**src/rtl/brl_pkg.sv**
```systemverilog
package brl_pkg;
    localparam int BYTE_W   = 8;
    localparam int ADDR_W   = 16;
    localparam int LEN_W    = 16;
    localparam int SPACE_W  = 2;
    localparam int IDX_W    = 3;

    localparam logic [BYTE_W-1:0] TYPE_EXEC    = 8'd3;
    localparam logic [BYTE_W-1:0] TYPE_MEM_MAX = 8'd2;

    typedef enum logic [2:0] {
        ST_IDLE = 3'd0,
        ST_SIG  = 3'd1,
        ST_HDR  = 3'd2,
        ST_PAY  = 3'd3,
        ST_DROP = 3'd4
    } walk_st_e;

    function automatic logic [BYTE_W-1:0] tag_byte(input logic [1:0] i);
        case (i)
            2'd0:    tag_byte = 8'h57;
            2'd1:    tag_byte = 8'h4C;
            2'd2:    tag_byte = 8'h53;
            default: tag_byte = 8'h35;
        endcase
    endfunction
endpackage

```
**src/rtl/brl_wr_stage.sv**
```systemverilog
module brl_wr_stage
    import brl_pkg::*;
(
    input  logic               clk,
    input  logic               rst_n,
    input  logic               push_i,
    input  logic [SPACE_W-1:0] push_space_i,
    input  logic [ADDR_W-1:0]  push_addr_i,
    input  logic [BYTE_W-1:0]  push_data_i,
    output logic               free_o,
    output logic               wr_valid_o,
    input  logic               wr_ready_i,
    output logic [SPACE_W-1:0] wr_space_o,
    output logic [ADDR_W-1:0]  wr_addr_o,
    output logic [BYTE_W-1:0]  wr_data_o
);
    typedef struct packed {
        logic               full;
        logic [SPACE_W-1:0] space;
        logic [ADDR_W-1:0]  addr;
        logic [BYTE_W-1:0]  data;
    } slot_s;

    slot_s slot_d, slot_q;

    assign free_o = !slot_q.full || wr_ready_i;

    always_comb begin
        slot_d = slot_q;
        if (slot_q.full && wr_ready_i) begin
            slot_d.full = 1'b0;
        end
        if (push_i) begin
            slot_d.full  = 1'b1;
            slot_d.space = push_space_i;
            slot_d.addr  = push_addr_i;
            slot_d.data  = push_data_i;
        end
    end

    always_ff @(posedge clk or negedge rst_n) begin
        if (!rst_n) begin
            slot_q <= '0;
        end else begin
            slot_q <= slot_d;
        end
    end

    assign wr_valid_o = slot_q.full;
    assign wr_space_o = slot_q.space;
    assign wr_addr_o  = slot_q.addr;
    assign wr_data_o  = slot_q.data;

    // nothing is pushed over a write that is still held
    p_push_free_r8: assert property (@(posedge clk) disable iff (!rst_n)
        push_i |-> (!slot_q.full || wr_ready_i));

    // a stalled write keeps its values
    p_hold_r8: assert property (@(posedge clk) disable iff (!rst_n)
        (wr_valid_o && !wr_ready_i) |=>
            (wr_valid_o && $stable(wr_addr_o) && $stable(wr_data_o) && $stable(wr_space_o)));

    // only the three memory spaces are ever addressed
    p_space_r3: assert property (@(posedge clk) disable iff (!rst_n)
        wr_valid_o |-> (wr_space_o != 2'd3));
endmodule

```
**src/rtl/brl_parser.sv**
```systemverilog
module brl_parser
    import brl_pkg::*;
(
    input  logic               clk,
    input  logic               rst_n,
    input  logic               start_i,
    input  logic               in_valid_i,
    input  logic [BYTE_W-1:0]  in_data_i,
    input  logic               in_last_i,
    output logic               in_ready_o,
    input  logic               free_i,
    output logic               push_o,
    output logic [SPACE_W-1:0] push_space_o,
    output logic [ADDR_W-1:0]  push_addr_o,
    output logic [BYTE_W-1:0]  push_data_o,
    output logic               done_o,
    output logic [ADDR_W-1:0]  exec_addr_o,
    output logic               skip_o,
    output logic               error_o
);
    typedef struct packed {
        walk_st_e           st;
        logic [IDX_W-1:0]   idx;
        logic               bad;
        logic [BYTE_W-1:0]  kind;
        logic [LEN_W-1:0]   len;
        logic [ADDR_W-1:0]  base;
        logic [LEN_W-1:0]   cnt;
        logic               done;
        logic               skip;
        logic               err;
        logic [ADDR_W-1:0]  exec;
    } walk_s;

    walk_s w_d, w_q;
    logic  take;
    logic  last_of_rec;

    always_comb begin
        w_d    = w_q;
        w_d.done = 1'b0;
        w_d.skip = 1'b0;
        w_d.err  = 1'b0;
        in_ready_o   = (w_q.st != ST_IDLE) && free_i;
        take         = in_valid_i && in_ready_o;
        push_o       = 1'b0;
        push_space_o = w_q.kind[SPACE_W-1:0];
        push_addr_o  = w_q.base + ADDR_W'(w_q.cnt);
        push_data_o  = in_data_i;
        last_of_rec  = (w_q.cnt + LEN_W'(1)) == w_q.len;

        case (w_q.st)
            ST_IDLE: begin
                if (start_i) begin
                    w_d.st  = ST_SIG;
                    w_d.idx = '0;
                    w_d.bad = 1'b0;
                end
            end
            ST_SIG: begin
                if (take) begin
                    w_d.idx = w_q.idx + IDX_W'(1);
                    if (w_q.idx == IDX_W'(3)) begin
                        w_d.st = ST_IDLE;
                        if (w_q.bad || in_data_i != tag_byte(2'd3)) begin
                            w_d.skip = 1'b1;
                        end else if (in_last_i) begin
                            w_d.err = 1'b1;
                        end else begin
                            w_d.st  = ST_HDR;
                            w_d.idx = '0;
                        end
                    end else begin
                        w_d.bad = w_q.bad || (in_data_i != tag_byte(w_q.idx[1:0]));
                        if (in_last_i) begin
                            w_d.err = 1'b1;
                            w_d.st  = ST_IDLE;
                        end
                    end
                end
            end
            ST_HDR: begin
                if (take) begin
                    w_d.idx = w_q.idx + IDX_W'(1);
                    case (w_q.idx)
                        3'd0: w_d.kind          = in_data_i;
                        3'd1: w_d.len[7:0]      = in_data_i;
                        3'd2: w_d.len[15:8]     = in_data_i;
                        3'd3: w_d.base[7:0]     = in_data_i;
                        default: w_d.base[15:8] = in_data_i;
                    endcase
                    if (w_q.idx == IDX_W'(4)) begin
                        w_d.idx = '0;
                        w_d.cnt = '0;
                        if (w_q.kind == TYPE_EXEC) begin
                            w_d.done = 1'b1;
                            w_d.exec = {in_data_i, w_q.base[7:0]};
                            w_d.st   = ST_IDLE;
                        end else if (in_last_i) begin
                            w_d.err = 1'b1;
                            w_d.st  = ST_IDLE;
                        end else if (w_q.len == '0) begin
                            w_d.st = ST_HDR;
                        end else if (w_q.kind <= TYPE_MEM_MAX) begin
                            w_d.st = ST_PAY;
                        end else begin
                            w_d.st = ST_DROP;
                        end
                    end else if (in_last_i) begin
                        w_d.err = 1'b1;
                        w_d.st  = ST_IDLE;
                    end
                end
            end
            ST_PAY, ST_DROP: begin
                if (take) begin
                    push_o  = (w_q.st == ST_PAY);
                    w_d.cnt = w_q.cnt + LEN_W'(1);
                    if (in_last_i) begin
                        w_d.err = 1'b1;
                        w_d.st  = ST_IDLE;
                    end else if (last_of_rec) begin
                        w_d.st  = ST_HDR;
                        w_d.idx = '0;
                    end
                end
            end
            default: w_d.st = ST_IDLE;
        endcase
    end

    always_ff @(posedge clk or negedge rst_n) begin
        if (!rst_n) begin
            w_q <= '0;
        end else begin
            w_q <= w_d;
        end
    end

    assign done_o      = w_q.done;
    assign skip_o      = w_q.skip;
    assign error_o     = w_q.err;
    assign exec_addr_o = w_q.exec;

    // at most one result pulse at a time
    p_one_result_r10: assert property (@(posedge clk) disable iff (!rst_n)
        $onehot0({w_q.done, w_q.skip, w_q.err}));

    // the done pulse lasts one cycle
    p_done_pulse_r4: assert property (@(posedge clk) disable iff (!rst_n)
        w_q.done |=> !w_q.done);

    // a skip is only decided while the tag is being read
    p_skip_from_tag_r1: assert property (@(posedge clk) disable iff (!rst_n)
        w_q.skip |-> ($past(w_q.st) == ST_SIG));

    // header parsing only follows the tag or another record
    p_hdr_entry_r2: assert property (@(posedge clk) disable iff (!rst_n)
        ((w_q.st == ST_HDR) && ($past(w_q.st) != ST_HDR)) |-> (w_q.idx == '0));
endmodule

```
**src/rtl/boot_rec_loader.sv**
```systemverilog
module boot_rec_loader
    import brl_pkg::*;
(
    input  logic               clk,
    input  logic               rst_n,
    input  logic               start_i,
    input  logic               in_valid_i,
    input  logic [BYTE_W-1:0]  in_data_i,
    input  logic               in_last_i,
    output logic               in_ready_o,
    output logic               wr_valid_o,
    input  logic               wr_ready_i,
    output logic [SPACE_W-1:0] wr_space_o,
    output logic [ADDR_W-1:0]  wr_addr_o,
    output logic [BYTE_W-1:0]  wr_data_o,
    output logic               done_o,
    output logic [ADDR_W-1:0]  exec_addr_o,
    output logic               skip_o,
    output logic               error_o
);
    logic               free;
    logic               push;
    logic [SPACE_W-1:0] push_space;
    logic [ADDR_W-1:0]  push_addr;
    logic [BYTE_W-1:0]  push_data;

    brl_parser u_parser (
        .clk          (clk),
        .rst_n        (rst_n),
        .start_i      (start_i),
        .in_valid_i   (in_valid_i),
        .in_data_i    (in_data_i),
        .in_last_i    (in_last_i),
        .in_ready_o   (in_ready_o),
        .free_i       (free),
        .push_o       (push),
        .push_space_o (push_space),
        .push_addr_o  (push_addr),
        .push_data_o  (push_data),
        .done_o       (done_o),
        .exec_addr_o  (exec_addr_o),
        .skip_o       (skip_o),
        .error_o      (error_o)
    );

    brl_wr_stage u_wr (
        .clk          (clk),
        .rst_n        (rst_n),
        .push_i       (push),
        .push_space_i (push_space),
        .push_addr_i  (push_addr),
        .push_data_i  (push_data),
        .free_o       (free),
        .wr_valid_o   (wr_valid_o),
        .wr_ready_i   (wr_ready_i),
        .wr_space_o   (wr_space_o),
        .wr_addr_o    (wr_addr_o),
        .wr_data_o    (wr_data_o)
    );

    // input is held off while the write port is stalled
    p_ready_stall_r8: assert property (@(posedge clk) disable iff (!rst_n)
        (wr_valid_o && !wr_ready_i) |-> !in_ready_o);

    // nothing is taken in the cycle the done pulse shows
    p_quiet_after_done_r4: assert property (@(posedge clk) disable iff (!rst_n)
        done_o |-> !in_ready_o);
endmodule

```
**config.mk**
```make
export PLATFORM = sky130hd
export DESIGN_NAME = boot_rec_loader
export DESIGN_NICKNAME = d
export VERILOG_FILES = /design/src/rtl/brl_pkg.sv /design/src/rtl/brl_wr_stage.sv /design/src/rtl/brl_parser.sv /design/src/rtl/boot_rec_loader.sv
export SDC_FILE = /design/constraint.sdc
export NUM_CORES = 1
export LEC_CHECK = 0
export ABC_AREA = 1
export CORE_ASPECT_RATIO = 0.5
export CORE_MARGIN = 2
export CORE_UTILIZATION = 30
export CTS_BUF_LIST = sky130_fd_sc_hd__clkbuf_16
export DETAILED_ROUTE_END_ITERATION = 10
export DONT_BUFFER_PORTS = 1
export GPL_TIMING_DRIVEN = 0
export SLEW_MARGIN = 10
export SYNTH_ARGS = -nofsm -noshare
export SYNTH_HDL_FRONTEND = slang
export SYNTH_SLANG_ARGS = --single-unit
```
**constraint.sdc**
```tcl
create_clock -name clk -period 2.4 [get_ports clk]
set_input_delay 0.24 -clock clk [delete_from_list [all_inputs] [get_ports clk]]
set_output_delay 0.24 -clock clk [all_outputs]
set_load 0.02 [all_outputs]
```
==> results of run 1 <==
==> layout make-up <==
type	instances	area [um^2]	share of cell area
clock inverters	7	66.3	0.00990
flip-flops and latches	109	2730	0.408
plain buffers	33	203	0.0303
multi-input cells	529	2730	0.407
inverters	100	375	0.0561
repair buffers	4	35.0	0.00523
well taps	266	333	0.0497
clock buffers	9	225	0.0336
==> state kept, by name (all words and copies together) (netlist names) <==
name,count
u_parser.w_q,61
u_parser.exec_addr_o,16
u_wr.wr_addr_o,16
u_wr.wr_data_o,8
u_parser.push_space_o,2
u_wr.wr_space_o,2
u_parser.done_o,1
u_parser.error_o,1
u_parser.skip_o,1
u_wr.wr_valid_o,1
==> kinds of logic after synthesis <==
family	count (synthesis)	share of synthesized area
AOI/OAI and AO/OA	145	0.131
adders and majority gates	23	0.0492
xor gates and xnor gates	13	0.0190
DFF	109	0.454
and+or+nand+nor	348	0.251
buffers and inverters	133	0.0956
==> metrics by stage <==
stage,worst slack [ns],hold slack (ns),utilization,power [mW]
after floorplan,0.195,-0.0556,-,5.60
after global placement,-0.140,-0.0472,0.324,6.32
after detailed placement,-0.165,-0.0472,0.324,6.38
after CTS,0.00504,-0.433,0.340,7.91
after global routing,-0.0105,-0.439,0.342,8.66
final,0.141,-0.418,0.342,7.95
==> Yosys cell counts, drive strengths merged, types with 2 or more instances <==
| cell type | instances |
|---|---|
| or2 | 2 |
| nor3 | 9 |
| nand2 | 201 |
| ha | 22 |
| o22ai | 12 |
| clkbuf | 7 |
| nand4 | 17 |
| xor2 | 7 |
| inv | 100 |
| and2 | 2 |
| nor2 | 59 |
| a21oi | 30 |
| xnor2 | 6 |
| dfrtp | 109 |
| o21ai | 85 |
| a21boi | 4 |
| a31oi | 4 |
| nand3 | 57 |
| o31ai | 2 |
| a21o | 3 |
| buf | 26 |
==> placed cells by master, fill, tap and decap left out, drive strengths merged, types with 3 or more instances in the layout <==
cell type and count:
nand4 17, ha 22, inv 102, nand2 201, a21boi 4, a21oi 30, nor3 9, o21ai 85
a31oi 4, nand3 57, dfrtp 109, xnor2 6, xor2 7, nor2 59, clkinv 4, a21o 3
o22ai 12, buf 27, clkbuf 17
==> worst register-to-register path: cells and delay by family, from the launching register on <==
family          cells  cell delay [ns]
buf+inv             2             0.14
compound gates      3             0.38
fa+ha+maj           2             0.62
flops               1             0.43
simple gates        5             0.58
==> power breakdown <==
| part | total [mW] | switching (mW) | internal [mW] |
|---|---|---|---|
| sequential | 3.27 | 0.836 | 2.43 |
| combinational | 3.19 | 2.00 | 1.19 |
| clock | 1.49 | 0.684 | 0.807 |
==> worst min path at each step <==
stage	start	endpoint	slack, ns
4_1_cts	rst_n	u_parser.w_q[66]	-0.43
3_3_place_gp	rst_n	u_parser.w_q[34]	-0.05
6_report	rst_n	u_parser.w_q[66]	-0.42
5_1_grt	rst_n	u_parser.w_q[66]	-0.44
2_1_floorplan	rst_n	u_parser.done_o	-0.06
3_5_place_dp	rst_n	u_parser.w_q[66]	-0.05
==> per-layer routing <==
| layer | up-vias | wire length, um | track usage |
|---|---|---|---|
| met5 | - | 0 | 0 |
| met4 | 0 | 231 | 0.0409 |
| met3 | 18 | 952 | 0.0382 |
| met2 | 131 | 7040 | 0.237 |
| met1 | 2415 | 7820 | 0.221 |
| li1 | 2548 | - | - |
==> what timing repair did <==
item                                   in CTS  in global routing
endpoints found under the hold margin     110                110
pin swaps                                   0                  1
gates cloned                                0                  0
gates resized for setup                     3                 12
setup endpoints to repair                   9                 27
setup buffers                               0                  2
hold buffers                                1                  1
==> flow_summary.ini, run 1 <==
[outcome]
result_of_the_run = complete, but fails checks
failed_checks = negative hold slack

[sta]
final.setup_skew_ns = 0.00780
final_min_period_over_clock_period = 0.941
tightest_slew_ns = 0.535
slew_headroom = 0.642
final.hold.worst_slack_ns = -0.418
final_hold_viol_count = 109
tns_ns = 0
timing_max_transition_violations_final = 0
setup_violations = 0
timing.final.crit_period_ns = 2.26
max_freq_ghz = 0.443

[placement]
estimated_wirelength_of_the_detail_placed_design_mm = 12.2
placement.cell_area_um2 = 6340
place.detailed.instances = 1037
numPortBuffers = 0
routabilityCongestion = 0.876

[grt]
largest_net_degree_at_the_start_of_global_routing = 110
first_global_vias = 4790
grt_use_total = 0.156
grt_first_pass_wirelength_mm = 25.7
globalRouteOverflowTotal = 0
grt_antenna_before_repair = 0

[yosys]
synthFlopType = dfrtp_1
synth_top_cell_area_share = 0.454
synth_sequential_area_ratio = 0.454
synthesis.area_per_instance_um2 = 7.79
synth-edff-count = 0
yosys_register_bits = 109
synth.net_count = 808
synth.area.top_cells = dfrtp_1, nand2_1, inv_1, o21ai_0, nand3_1
yosys.area.top_type = dfrtp_1
async_flop_share = 1.00
ys_types = 40
synth-warning-count = 0
syn_inst = 771
syn-cell-area_um2 = 6010

[die]
floorplan.die.width_um = 204
floorplan.rows = 36
die_h_um = 104
boundaryPins = 61
core-area_um2 = 19500
starting_utilization_of_the_core_area = 0.307
floorplan.die_area_um2 = 21200

[setup_path]
worst-setup-path-type = register to register
crit_path_start_kind = register
cpLargestDelayFamily = adder cells
timing.critical_path.arrival_ns = 2.51
critPathMostFrequentCell = nand2_1
path_cells = ha_1 -> inv_1 -> fa_1 -> o21ai_2 -> a21oi_2 -> inv_1 -> nand2_1 -> nand2_1 -> a21boi_0 -> or2_2 -> nand3_1 -> nand2_1
cp.buffers_inverters = 2
worstSetupStartpoint = u_parser.w_q[19]
regToRegStartpoint = u_parser.w_q[19]
crit_end = u_wr.wr_addr_o[12]
worst_path_cell_with_the_longest_stage_delay = dfrtp_2
crit_cells = 12
cpPeakStageDelay_ns = 0.43
reg2regPathDepth = 12
r2r_slack_ns = 0.14
timing.critical_path.required_ns = 2.65
worstSetupEndpointType = register
critPathMaxFanout = 7
rr_endpoint = u_wr.wr_addr_o[12]

[layout]
final_instance_area_um2 = 6700
layout_cells_sized_above_1 = 0.0948
final.fill_count = 2055
fin_nets = 823
final-instance-count-excl-fill = 1057
insertedDiodeCount = 0
area_growth_syn_to_layout_pct = 11.5

[cts]
numClockSinks = 109
cts.root.buffer_cell = clkbuf_16
tritoncts = built
numCtsBuffers = 9
clk_latency_ns = 0.36
cts.reportedPaths.clkPinSlew_ns = 0.07
htree_levels = 3
cts-root-to-sink-buffers = 2

[routing]
firstDrtPassIters = 4
drt_iter0_drc = 395
route.detailed.vias_per_inst = 4.84
route.detailed.drc = 0
route.vias.total = 5112
wirelength_mm = 16.0
ant_nets = 0
wl_per_cell_um = 15.2

[power]
vdd_drop_max_uv = 429
power_leakage_nw = 3.40
pwr_density_cell_nw_per_um2 = 1190

[min_path]
timing.hold.worst.class = primary input to asynchronous set/reset pin

[flow_run]
cap_viol_max_count = 0
(Power assumes the default switching activity.)
==> run 2, diff against run 1 <==
- CORE_UTILIZATION: 30 -> 60
- PLACE_DENSITY: default -> 0.76
- REMOVE_ABC_BUFFERS: default -> 1
==> run 2 against run 1 <==
The flow still finishes with violations (negative hold slack); design area is 3.5% lower; hold slack got worse by 0.0068 ns; non-clock buffer count fell by 27; flip-flop and latch count did not move; critical endpoint unchanged; largest cell class is now multi-input combinational cells.
==> flow_summary.ini, run 2 (synthesized netlist as in run 1, its figures left out) <==
[outcome]
result_of_the_run = complete, but fails checks
failed_checks = negative hold slack

[die]
floorplan.die.width_um = 146
starting_utilization_of_the_core_area = 0.628
floorplan.die_area_um2 = 10900
core-area_um2 = 9570
die_h_um = 74.8
boundaryPins = 61
floorplan.rows = 25

[placement]
numPortBuffers = 0
estimated_wirelength_of_the_detail_placed_design_mm = 10.4
routabilityCongestion = 0.888

[setup_path]
worst_path_cell_with_the_longest_stage_delay = fa_1
critPathMostFrequentCell = nand2_1
crit_end = u_wr.wr_addr_o[12]
path_cells = ha_2 -> inv_1 -> fa_1 -> o21ai_2 -> a21oi_2 -> inv_1 -> nand2_1 -> nand2_1 -> a21boi_0 -> or2_2 -> nand3_1 -> nand2_1
r2r_slack_ns = 0.16
regToRegStartpoint = u_parser.w_q[35]
timing.critical_path.required_ns = 2.65
worstSetupStartpoint = u_parser.w_q[35]
timing.critical_path.arrival_ns = 2.49
critPathMaxFanout = 3
rr_endpoint = u_wr.wr_addr_o[12]
reg2regPathDepth = 12
cpPeakStageDelay_ns = 0.43
crit_path_start_kind = register
worstSetupEndpointType = register
worst-setup-path-type = register to register

[cts]
htree_levels = 3
cts-root-to-sink-buffers = 2
cts.reportedPaths.clkPinSlew_ns = 0.09
numClockSinks = 109
cts.root.buffer_cell = clkbuf_16
tritoncts = built
hold_buffers = 6
clk_latency_ns = 0.36
numCtsBuffers = 9

[sta]
final.setup_skew_ns = 0.00923
grt_setup_unrepaired = false
final_min_period_over_clock_period = 0.934
tightest_slew_ns = 0.597
timing.final.crit_period_ns = 2.24
slew_headroom = 0.602
final.hold.worst_slack_ns = -0.425
setup_violations = 0
timing_max_transition_violations_final = 0
max_freq_ghz = 0.446
final_hold_viol_count = 109

[layout]
insertedDiodeCount = 0
ff_latch_area_um2 = 2730
largest_register = u_parser.w_q
multi_input_comb_area_um2 = 2760
most-common-layout-cells = nand2_1, dfrtp_1, inv_1
layout_cells_sized_above_1 = 0.0772
mostFrequentLayoutCell = nand2_1
fin_nets = 796
final.fill_count = 799
area_growth_syn_to_layout_pct = 7.60
largest_register_ff_count = 61

[grt]
grt_antenna_before_repair = 0
grt_use_total = 0.283
first_global_vias = 4642
globalRouteOverflowTotal = 0
largest_net_degree_at_the_start_of_global_routing = 110
grt_first_pass_wirelength_mm = 23.6

[routing]
wl_per_cell_um = 16.4
drt_iter0_drc = 528
route.vias.total = 5095
route.detailed.vias_per_inst = 5.67
wirelength_mm = 14.8
firstDrtPassIters = 5
ant_nets = 0
route.detailed.drc = 0

[flow_run]
cap_viol_max_count = 0

[power]
p_total_mw = 8.09
vdd_drop_max_uv = 564
pwr_density_cell_nw_per_um2 = 1250
power_leakage_nw = 3.29

[min_path]
timing.hold.worst.class = primary input to asynchronous set/reset pin
[run 2: cell type report]
cell class | instances | area share
Multi-Input combinational cell | 529 | 0.427
Sequential cell | 109 | 0.422
Tap cell | 135 | 0.0261
Inverter | 100 | 0.0594
Clock inverter | 7 | 0.0161
Timing Repair Buffer | 10 | 0.0139
Clock buffer | 9 | 0.0348
[run 2: worst min-delay path by stage]
| stage | startpoint | end | depth (start not counted) |
|---|---|---|---|
| 6_report | rst_n | u_wr.wr_addr_o[13] | 0 |
| 5_1_grt | rst_n | u_wr.wr_data_o[5] | 0 |
| 4_1_cts | rst_n | u_wr.wr_data_o[5] | 0 |
| 3_5_place_dp | rst_n | u_wr.wr_addr_o[13] | 0 |
| 3_3_place_gp | rst_n | u_wr.wr_addr_o[13] | 0 |
| 2_1_floorplan | rst_n | u_parser.done_o | 0 |
[run 2: where the power goes]
part	internal (mW)	switching (mW)	leakage [nW]
logic	1.21	2.01	1.86
clock network	0.775	0.812	0.158
registers	2.43	0.847	1.27
total	4.42	3.67	3.29
[run 2: per-layer routing]
| metal | global-route usage | vias to the layer above | routed length (um) |
|---|---|---|---|
| li1 | - | 2481 | - |
| met1 | 0.402 | 2401 | 6940 |
| met2 | 0.436 | 195 | 6280 |
| met3 | 0.0861 | 18 | 1380 |
| met4 | 0.0654 | 0 | 152 |
| met5 | 0 | - | 0 |
[run 2: worst max-delay path: cells and delay by family (launching register included)]
kind	cells	cell delay [ns]
simple gates	5	0.51
compound gates	3	0.43
fa+ha+maj	2	0.67
flops	1	0.38
buf+inv	2	0.14
[run 2: what timing repair did]
action | 4_1_cts | 5_1_grt
hold endpoints to repair | 117 | 109
pin swaps | 0 | 7
gates resized for setup | 3 | 20
cloned | 0 | 0
setup buffers | 3 | 1
setup endpoints to repair | 3 | 44
[run 2: per-stage QoR]
stage	setup TNS (ns)	util	std cells	cell area, um^2	worst slack, ns
5_1_grt	0	0.675	899	6460	0.00356
3_3_place_gp	-0.167	0.624	873	5980	-0.167
4_1_cts	0	0.668	898	6390	0.00825
6_report	0	0.675	899	6460	0.157
2_1_floorplan	0	-	738	5810	0.195
3_5_place_dp	-0.239	0.624	873	5980	-0.236
